--- config.mk ---
export PLATFORM = sky130hd
export DESIGN_NAME = mdio_mgmt_regs
export DESIGN_NICKNAME = d
export VERILOG_FILES = /design/src/rtl/mdio_regs_pkg.sv /design/src/rtl/mdio_ctrl_reg.sv /design/src/rtl/mdio_flag_bank.sv /design/src/rtl/mdio_data_arrays.sv /design/src/rtl/mdio_mgmt_regs.sv
export SDC_FILE = /design/constraint.sdc
export NUM_CORES = 2
export LEC_CHECK = 0
export ABC_CLOCK_PERIOD_IN_PS = 2500
export CORE_ASPECT_RATIO = 0.6
export CORE_MARGIN = 5
export CORE_UTILIZATION = 50
export DETAILED_ROUTE_END_ITERATION = 8
export PLACE_DENSITY_LB_ADDON = 0.1
export SLEW_MARGIN = 5
export SYNTH_ARGS = -nofsm -noshare
export SYNTH_HDL_FRONTEND = slang
export SYNTH_HIERARCHICAL = 1
export SYNTH_SLANG_ARGS = --single-unit
--- constraint.sdc ---
create_clock -name clk -period 2.5 [get_ports clk]
set_input_delay 0.5 -clock clk [delete_from_list [all_inputs] [get_ports clk]]
set_output_delay 0.5 -clock clk [all_outputs]
set_load 0.05 [all_outputs]
--- src/rtl/mdio_regs_pkg.sv ---
// Package: offsets, field positions and the control record shared by the
// management register bank. Assumes a 9-bit byte address on the host bus.
package mdio_regs_pkg;
    localparam int HAW  = 9;     // host byte address width
    localparam int HDW  = 32;    // host data width
    localparam int IDXW = 5;     // management address width in a frame
    localparam int NERR = 3;     // preamble, start, turnaround

    localparam logic [HAW-1:0] OFF_CTRL = 9'h000;
    localparam logic [HAW-1:0] OFF_WFLG = 9'h004;
    localparam logic [HAW-1:0] OFF_WCLR = 9'h008;
    localparam logic [HAW-1:0] OFF_RFLG = 9'h00C;
    localparam logic [HAW-1:0] OFF_RCLR = 9'h010;
    localparam logic [HAW-1:0] OFF_STAT = 9'h014;
    localparam logic [HAW-1:0] OFF_ECLR = 9'h018;
    localparam logic [1:0]     WIN_DIN  = 2'b10;  // host_addr[8:7] for 0x100..0x17C
    localparam logic [1:0]     WIN_DOUT = 2'b11;  // host_addr[8:7] for 0x180..0x1FC

    localparam int B_EN   = 0;
    localparam int B_WIE  = 1;
    localparam int B_RIE  = 2;
    localparam int B_EIE  = 3;
    localparam int B_BYP  = 7;
    localparam int B_PORT = 8;

    typedef struct packed {
        logic [IDXW-1:0] port;
        logic            bypass;
        logic            err_ie;
        logic            rd_ie;
        logic            wr_ie;
        logic            en;
    } ctrl_t;

    // Lay the control record out at its host bit positions, reserved bits zero.
    function automatic logic [HDW-1:0] ctrl_word(ctrl_t c);
        logic [HDW-1:0] w;
        w = '0;
        w[B_EN]  = c.en;
        w[B_WIE] = c.wr_ie;
        w[B_RIE] = c.rd_ie;
        w[B_EIE] = c.err_ie;
        w[B_BYP] = c.bypass;
        w[B_PORT +: IDXW] = c.port;
        return w;
    endfunction
endpackage

--- src/rtl/mdio_ctrl_reg.sv ---
// Control record register. Assumes one-cycle write strobes. Port address and
// bypass fields are frozen while the enable bit currently stored is 1.
module mdio_ctrl_reg
    import mdio_regs_pkg::*;
(
    input  logic           clk,
    input  logic           rst_n,
    input  logic           we,
    input  logic [HDW-1:0] wdata,
    output ctrl_t          ctrl
);
    // Update the record; locked fields follow the current enable.
    always_ff @(posedge clk) begin
        if (!rst_n) begin
            ctrl <= '0;
        end else if (we) begin
            ctrl.en     <= wdata[B_EN];
            ctrl.wr_ie  <= wdata[B_WIE];
            ctrl.rd_ie  <= wdata[B_RIE];
            ctrl.err_ie <= wdata[B_EIE];
            if (!ctrl.en) begin
                ctrl.bypass <= wdata[B_BYP];
                ctrl.port   <= wdata[B_PORT +: IDXW];
            end
        end
    end
endmodule

--- src/rtl/mdio_flag_bank.sv ---
// Bank of N sticky event flags with write-one-to-clear. Assumes set and clear
// vectors are already qualified; a set in the same cycle as a clear wins.
module mdio_flag_bank #(
    parameter int N = 32
) (
    input  logic         clk,
    input  logic         rst_n,
    input  logic [N-1:0] set_vec,
    input  logic         clr_we,
    input  logic [N-1:0] clr_vec,
    output logic [N-1:0] flags
);
    genvar g;
    generate
        for (g = 0; g < N; g++) begin : g_flag
            // One flag: set dominates clear, otherwise hold.
            always_ff @(posedge clk) begin
                if (!rst_n)
                    flags[g] <= 1'b0;
                else if (set_vec[g])
                    flags[g] <= 1'b1;
                else if (clr_we && clr_vec[g])
                    flags[g] <= 1'b0;
            end
        end
    endgenerate
endmodule

--- src/rtl/mdio_data_arrays.sv ---
// Input and output word arrays. Input words are written by qualified frame
// events and are held at zero while disabled. Output words take host writes
// unless a read capture of the same word happens in that cycle.
module mdio_data_arrays #(
    parameter int NREG = 32,
    parameter int DW   = 16,
    parameter int AW   = 5
) (
    input  logic             clk,
    input  logic             rst_n,
    input  logic             en,
    input  logic             wr_ev,
    input  logic [AW-1:0]    wr_idx,
    input  logic [DW-1:0]    wr_data,
    input  logic             hw_we,
    input  logic [AW-1:0]    hw_idx,
    input  logic [DW-1:0]    hw_data,
    input  logic             cap,
    input  logic [AW-1:0]    cap_idx,
    output logic [NREG*DW-1:0] din_flat,
    output logic [NREG*DW-1:0] dout_flat,
    output logic [DW-1:0]    cap_data
);
    genvar g;
    generate
        for (g = 0; g < NREG; g++) begin : g_word
            // Input word: cleared while disabled, loaded by a write event.
            always_ff @(posedge clk) begin
                if (!rst_n || !en)
                    din_flat[g*DW +: DW] <= '0;
                else if (wr_ev && wr_idx == AW'(g))
                    din_flat[g*DW +: DW] <= wr_data;
            end
            // Output word: host write, dropped on a same-word capture.
            always_ff @(posedge clk) begin
                if (!rst_n)
                    dout_flat[g*DW +: DW] <= '0;
                else if (hw_we && hw_idx == AW'(g) && !(cap && cap_idx == AW'(g)))
                    dout_flat[g*DW +: DW] <= hw_data;
            end
        end
    endgenerate

    // Select the output word addressed by the capture index.
    always_comb begin
        cap_data = '0;
        for (int i = 0; i < NREG; i++)
            if (cap_idx == AW'(i))
                cap_data = dout_flat[i*DW +: DW];
    end
endmodule

--- src/rtl/mdio_mgmt_regs.sv ---
// Top of the management register bank. Decodes the host bus, qualifies frame
// engine events with enable, and muxes registered host read data. Assumes
// one-cycle strobes and word-aligned host offsets; NREG must not exceed 32.
module mdio_mgmt_regs
    import mdio_regs_pkg::*;
#(
    parameter int NREG = 32,
    parameter int DW   = 16
) (
    input  logic             clk,
    input  logic             rst_n,
    input  logic [HAW-1:0]   host_addr,
    input  logic             host_wr,
    input  logic             host_rd,
    input  logic [HDW-1:0]   host_wdata,
    output logic [HDW-1:0]   host_rdata,
    input  logic             fe_wr_valid,
    input  logic [IDXW-1:0]  fe_wr_addr,
    input  logic [DW-1:0]    fe_wr_data,
    input  logic             fe_rd_cap,
    input  logic [IDXW-1:0]  fe_rd_addr,
    output logic [DW-1:0]    fe_rd_data,
    input  logic [NERR-1:0]  fe_err_evt,
    output logic             cfg_en,
    output logic [IDXW-1:0]  cfg_port,
    output logic             cfg_bypass,
    output logic [NERR-1:0]  err_flags,
    output logic             irq
);
    localparam logic [IDXW:0] NREG_L = (IDXW+1)'(NREG);

    ctrl_t               ctrl;
    logic [NREG-1:0]     wr_flags, rd_flags, wr_set, rd_set;
    logic [NREG*DW-1:0]  din_flat, dout_flat;
    logic [IDXW-1:0]     hidx;
    logic                hidx_ok, in_din, in_dout, wr_ok, cap_ok;

    assign hidx    = host_addr[IDXW+1:2];
    assign hidx_ok = {1'b0, hidx} < NREG_L;
    assign in_din  = host_addr[8:7] == WIN_DIN  && host_addr[1:0] == 2'b00 && hidx_ok;
    assign in_dout = host_addr[8:7] == WIN_DOUT && host_addr[1:0] == 2'b00 && hidx_ok;
    assign wr_ok   = fe_wr_valid && ctrl.en && ({1'b0, fe_wr_addr} < NREG_L);
    assign cap_ok  = fe_rd_cap && ctrl.en && ({1'b0, fe_rd_addr} < NREG_L);

    genvar g;
    generate
        for (g = 0; g < NREG; g++) begin : g_set
            assign wr_set[g] = wr_ok  && fe_wr_addr == IDXW'(g);
            assign rd_set[g] = cap_ok && fe_rd_addr == IDXW'(g);
        end
    endgenerate

    mdio_ctrl_reg u_ctrl (
        .clk   (clk),
        .rst_n (rst_n),
        .we    (host_wr && host_addr == OFF_CTRL),
        .wdata (host_wdata),
        .ctrl  (ctrl)
    );

    mdio_flag_bank #(.N(NREG)) u_wflags (
        .clk     (clk),
        .rst_n   (rst_n),
        .set_vec (wr_set),
        .clr_we  (host_wr && host_addr == OFF_WCLR),
        .clr_vec (host_wdata[NREG-1:0]),
        .flags   (wr_flags)
    );

    mdio_flag_bank #(.N(NREG)) u_rflags (
        .clk     (clk),
        .rst_n   (rst_n),
        .set_vec (rd_set),
        .clr_we  (host_wr && host_addr == OFF_RCLR),
        .clr_vec (host_wdata[NREG-1:0]),
        .flags   (rd_flags)
    );

    mdio_flag_bank #(.N(NERR)) u_eflags (
        .clk     (clk),
        .rst_n   (rst_n),
        .set_vec (fe_err_evt & {NERR{ctrl.en}}),
        .clr_we  (host_wr && host_addr == OFF_ECLR),
        .clr_vec (host_wdata[NERR-1:0]),
        .flags   (err_flags)
    );

    mdio_data_arrays #(.NREG(NREG), .DW(DW), .AW(IDXW)) u_data (
        .clk       (clk),
        .rst_n     (rst_n),
        .en        (ctrl.en),
        .wr_ev     (wr_ok),
        .wr_idx    (fe_wr_addr),
        .wr_data   (fe_wr_data),
        .hw_we     (host_wr && in_dout),
        .hw_idx    (hidx),
        .hw_data   (host_wdata[DW-1:0]),
        .cap       (fe_rd_cap),
        .cap_idx   (fe_rd_addr),
        .din_flat  (din_flat),
        .dout_flat (dout_flat),
        .cap_data  (fe_rd_data)
    );

    // Register the host read word; unmapped and clear offsets give zero.
    always_ff @(posedge clk) begin
        if (!rst_n) begin
            host_rdata <= '0;
        end else if (host_rd) begin
            host_rdata <= '0;
            if (in_din)
                host_rdata[DW-1:0] <= din_flat[hidx*DW +: DW];
            else if (in_dout)
                host_rdata[DW-1:0] <= dout_flat[hidx*DW +: DW];
            else if (host_addr == OFF_CTRL)
                host_rdata <= ctrl_word(ctrl);
            else if (host_addr == OFF_WFLG)
                host_rdata[NREG-1:0] <= wr_flags;
            else if (host_addr == OFF_RFLG)
                host_rdata[NREG-1:0] <= rd_flags;
            else if (host_addr == OFF_STAT)
                host_rdata[NERR-1:0] <= err_flags;
        end
    end

    assign cfg_en     = ctrl.en;
    assign cfg_port   = ctrl.port;
    assign cfg_bypass = ctrl.bypass;

    // Combine each flag class with its enable into the single interrupt.
    assign irq = (ctrl.wr_ie && |wr_flags) || (ctrl.rd_ie && |rd_flags) ||
                 (ctrl.err_ie && |err_flags);
endmodule

==> results.md <==
* Outcome: finished with violations
* Failing checks: design-rule violations, negative setup slack
* Max_cap viols at 0
* Fmax at 308 MHz
* Leading area contributor after synthesis: dfxtp_1
* CTS tree: built
* Largest net degree at the start of global routing at 146
* Wire length on met3 at 46.7 mm
* Post-route worst setup slack at -752 ps
* Crit Path Category: primary input to output pin
* Syn Nets at 6525
* Via-per-instance ratio at 6.46
* Die width at 449 microns
* R2r startpoint: u_data/dout_flat[317]$_SDFFE_PN0P_
* Worst Tran Pin Value at 1030 ps
* Final WL at 269 mm
* Mapped cell area at 57800 sq um
* Post-synth top cells: nand2_1 (1344), dfxtp_1 (1133), a21oi_1 (659)
* Sequential area share after synthesis at 0.392
* Worst r2r dst: host_rdata[13]$_SDFFE_PN0P_
* Worst Hold Slack at 108 ps
* GR Util All Layers at 0.421
* Filler instances at 9537
* Hold endpoint: u_data/dout_flat[108]$_SDFFE_PN0P_
* Max Used Layer: met5
* Layout Utilization at 0.649
* Worst skew pair latency at 740 ps
* First-pass GRT wire length at 379 mm
* Worst slew margin at 0.312
* Worst EP arrival at 2750 ps
* VDD IR-drop max at 589 uV
* Slew Viols, Final at 0
* Worst EP required at 2000 ps
* Tmin final at 3250 ps
* CP cell instances: buf_16 -> buf_4 -> nand4bb_2 -> nor2_1 -> o22a_1 -> a211oi_2 -> buf_4 -> a221oi_4 -> a21oi_4 -> buf_6
* Worst Hold Launch: rst_n
* First-pass DRT Iterations at 9
* YS warnings at 6
* Top cell type's share of synthesized area at 0.392
* Asr flop ratio synth at 0
* Initial antenna violation count at 10
* Final Hold Viols at 0
* Share of layout cells above drive strength 1 at 0.262
* Synth Instances at 6449
* Yosys reg bits at 1133
* Tcrit/Tclk final at 1.30
* Detail Route met2 WL at 97.7 mm
* Startpoint types: primary input
* Core ar. at 115000 sq um
* CTS sink count at 1133
* Antenna Nets Post-Route at 0
* Path depth of the worst reg2reg path at 7
* Vias in the first global route at 51500
* DIE AREA at 123000 sq um
* Row cnt at 96
* Reg2Reg Setup Slack at 50 ps
* Clk pin slew, worst setup/hold paths at 70 ps
* CP Buf/Inv Count at 4
* Crit-path leading delay family: compound AO/OA/AOI/OAI gates
* Worst Setup End Kind: output pin
* CTS H-tree lvls at 3
* Final setup viols at 17
* Via count at 56700
* RSZ-0062 raised after global routing: true
* Port bufs at 134
* Leakage at 27.4 nW
* # hold bufs at CTS at 0
* TritonCTS Buffers at 107
* Gpl congestion at 1.02
* DR iter-0 viols at 9407
* Count leader, synth: nand2_1
* DRC at 15
* Worst hold path depth at 2
* Root Buffer: clkbuf_16
* Fin nets at 7240
* EDFF count, synth at 0
* Wl on met1 at 117 mm
* PD cells at 548 nW/um^2
* Worst-path fanout max at 8
* Hold Path Class: primary input to register
* Clock Path Buffers at 3
* Hpwl dp at 198 mm
* P&R area growth vs syn at 28.6%
* Most common cell on crit path: buf_4
* Syn avg cell area at 8.97 sq um
* GR Overflow Total at 0
* Unique cell type count in the Yosys netlist at 107
* Post-synth top flop: dfxtp_1
* Top post-synthesis cells by area: dfxtp_1 (39%), mux4_2 (10%), mux2i_1 (9.9%), nand2_1 (8.7%), a21oi_1 (5.7%)
* Initial core utilization at 0.505
* Slowest cell on crit path: a221oi_4
* Worst Skew at 35.7 ps
* Io pins at 135
* DR WL/cell at 30.7 microns
* Max incr delay on CP at 440 ps
* Die Y-Extent at 273 microns
how the worst max path moves through the flow:
stage / end / startpoint / slack [ps] / cells past startpoint
after floorplan: fe_rd_data[12] / fe_rd_addr[2] / -350 / 9
after global placement: fe_rd_data[2] / fe_rd_addr[3] / -990 / 9
after detailed placement: fe_rd_data[12] / fe_rd_addr[3] / -960 / 9
after CTS: fe_rd_data[3] / u_data/dout_flat[243]$_SDFFE_PN0P_ / -740 / 7
after global routing: fe_rd_data[3] / u_data/dout_flat[3]$_SDFFE_PN0P_ / -760 / 8
final: fe_rd_data[9] / fe_rd_addr[1] / -750 / 10
per-layer routing:
layer | GRT usage | vias to the layer above
met4 | 0.0978 | 6
met3 | 0.185 | 427
met5 | 0 | -
met1 | 0.646 | 27900
li1 | - | 24200
met2 | 0.526 | 4128
cell families (layout without fill, tap and decap cells):
| family | Yosys count | count (layout) | synth area share |
|---|---|---|---|
| simple gates | 2343 | 2343 | 0.190 |
| compound gates | 1426 | 1426 | 0.153 |
| flops | 1133 | 1133 | 0.392 |
| mux | 883 | 883 | 0.211 |
| buf+inv | 664 | 1466 | 0.0542 |
| other cells | 0 | 3 | 0 |
cell usage in the layout (no fill, tap or decap), types with 84 or more instances in the layout:
cell	count
a31oi_1	84
mux4_2	261
inv_1	94
buf_4	799
o21ai_0	132
dfxtp_1	1078
a22oi_1	85
mux2i_1	563
nor2_1	182
nor2b_1	469
nand2_1	1332
buf_12	184
a21oi_1	640
clkbuf_16	113
flip-flops by register name (all words and copies together), names as in the netlist:
name              flops
host_rdata           32
u_ctrl/ctrl          10
u_data/din_flat     512
u_data/dout_flat    512
u_eflags/flags        3
u_rflags/flags       32
u_wflags/flags       32
metrics by stage:
stage                     setup slack, ps  power, mW  area [sq um]  setup TNS (ps)  cells
final                                -752       40.8         74400           -9180   8773
after global routing                 -761       41.6         74400           -9470   8770
after CTS                            -737       40.5         73700           -8820   8751
after detailed placement             -957       22.5         68100         -243030   8506
after global placement               -988       22.5         68100         -224680   8506
after floorplan                      -349       20.4         58400           -2570   6449
final cells by class:
type,instances,area [sq um],area share
Sequential cell,1133,22800,0.306
Inverter,97,372,0.00500
Antenna cell,3,7.51,0.000101
Multi-Input combinational cell,4652,33600,0.452
Clock buffer,144,3040,0.0409
Clock inverter,52,782,0.0105
Timing Repair Buffer,1173,11900,0.160
Tap cell,1519,1900,0.0255
power by group:
| group | total [mW] | internal [mW] | leakage (nW) | switching, mW |
|---|---|---|---|---|
| sequential | 18.1 | 18.1 | 9.15 | 0.0203 |
| combinational | 4.59 | 1.81 | 16.4 | 2.78 |
| clock | 18.1 | 10.2 | 1.85 | 7.87 |
| total | 40.8 | 30.1 | 27.4 | 10.7 |
what timing repair did:
item,CTS,global route
setup endpoints to repair,42,20
pin swaps,78,65
gates cloned,8,0
setup buffers,43,20
gates resized for setup,322,128
(Power assumes the default switching activity.)
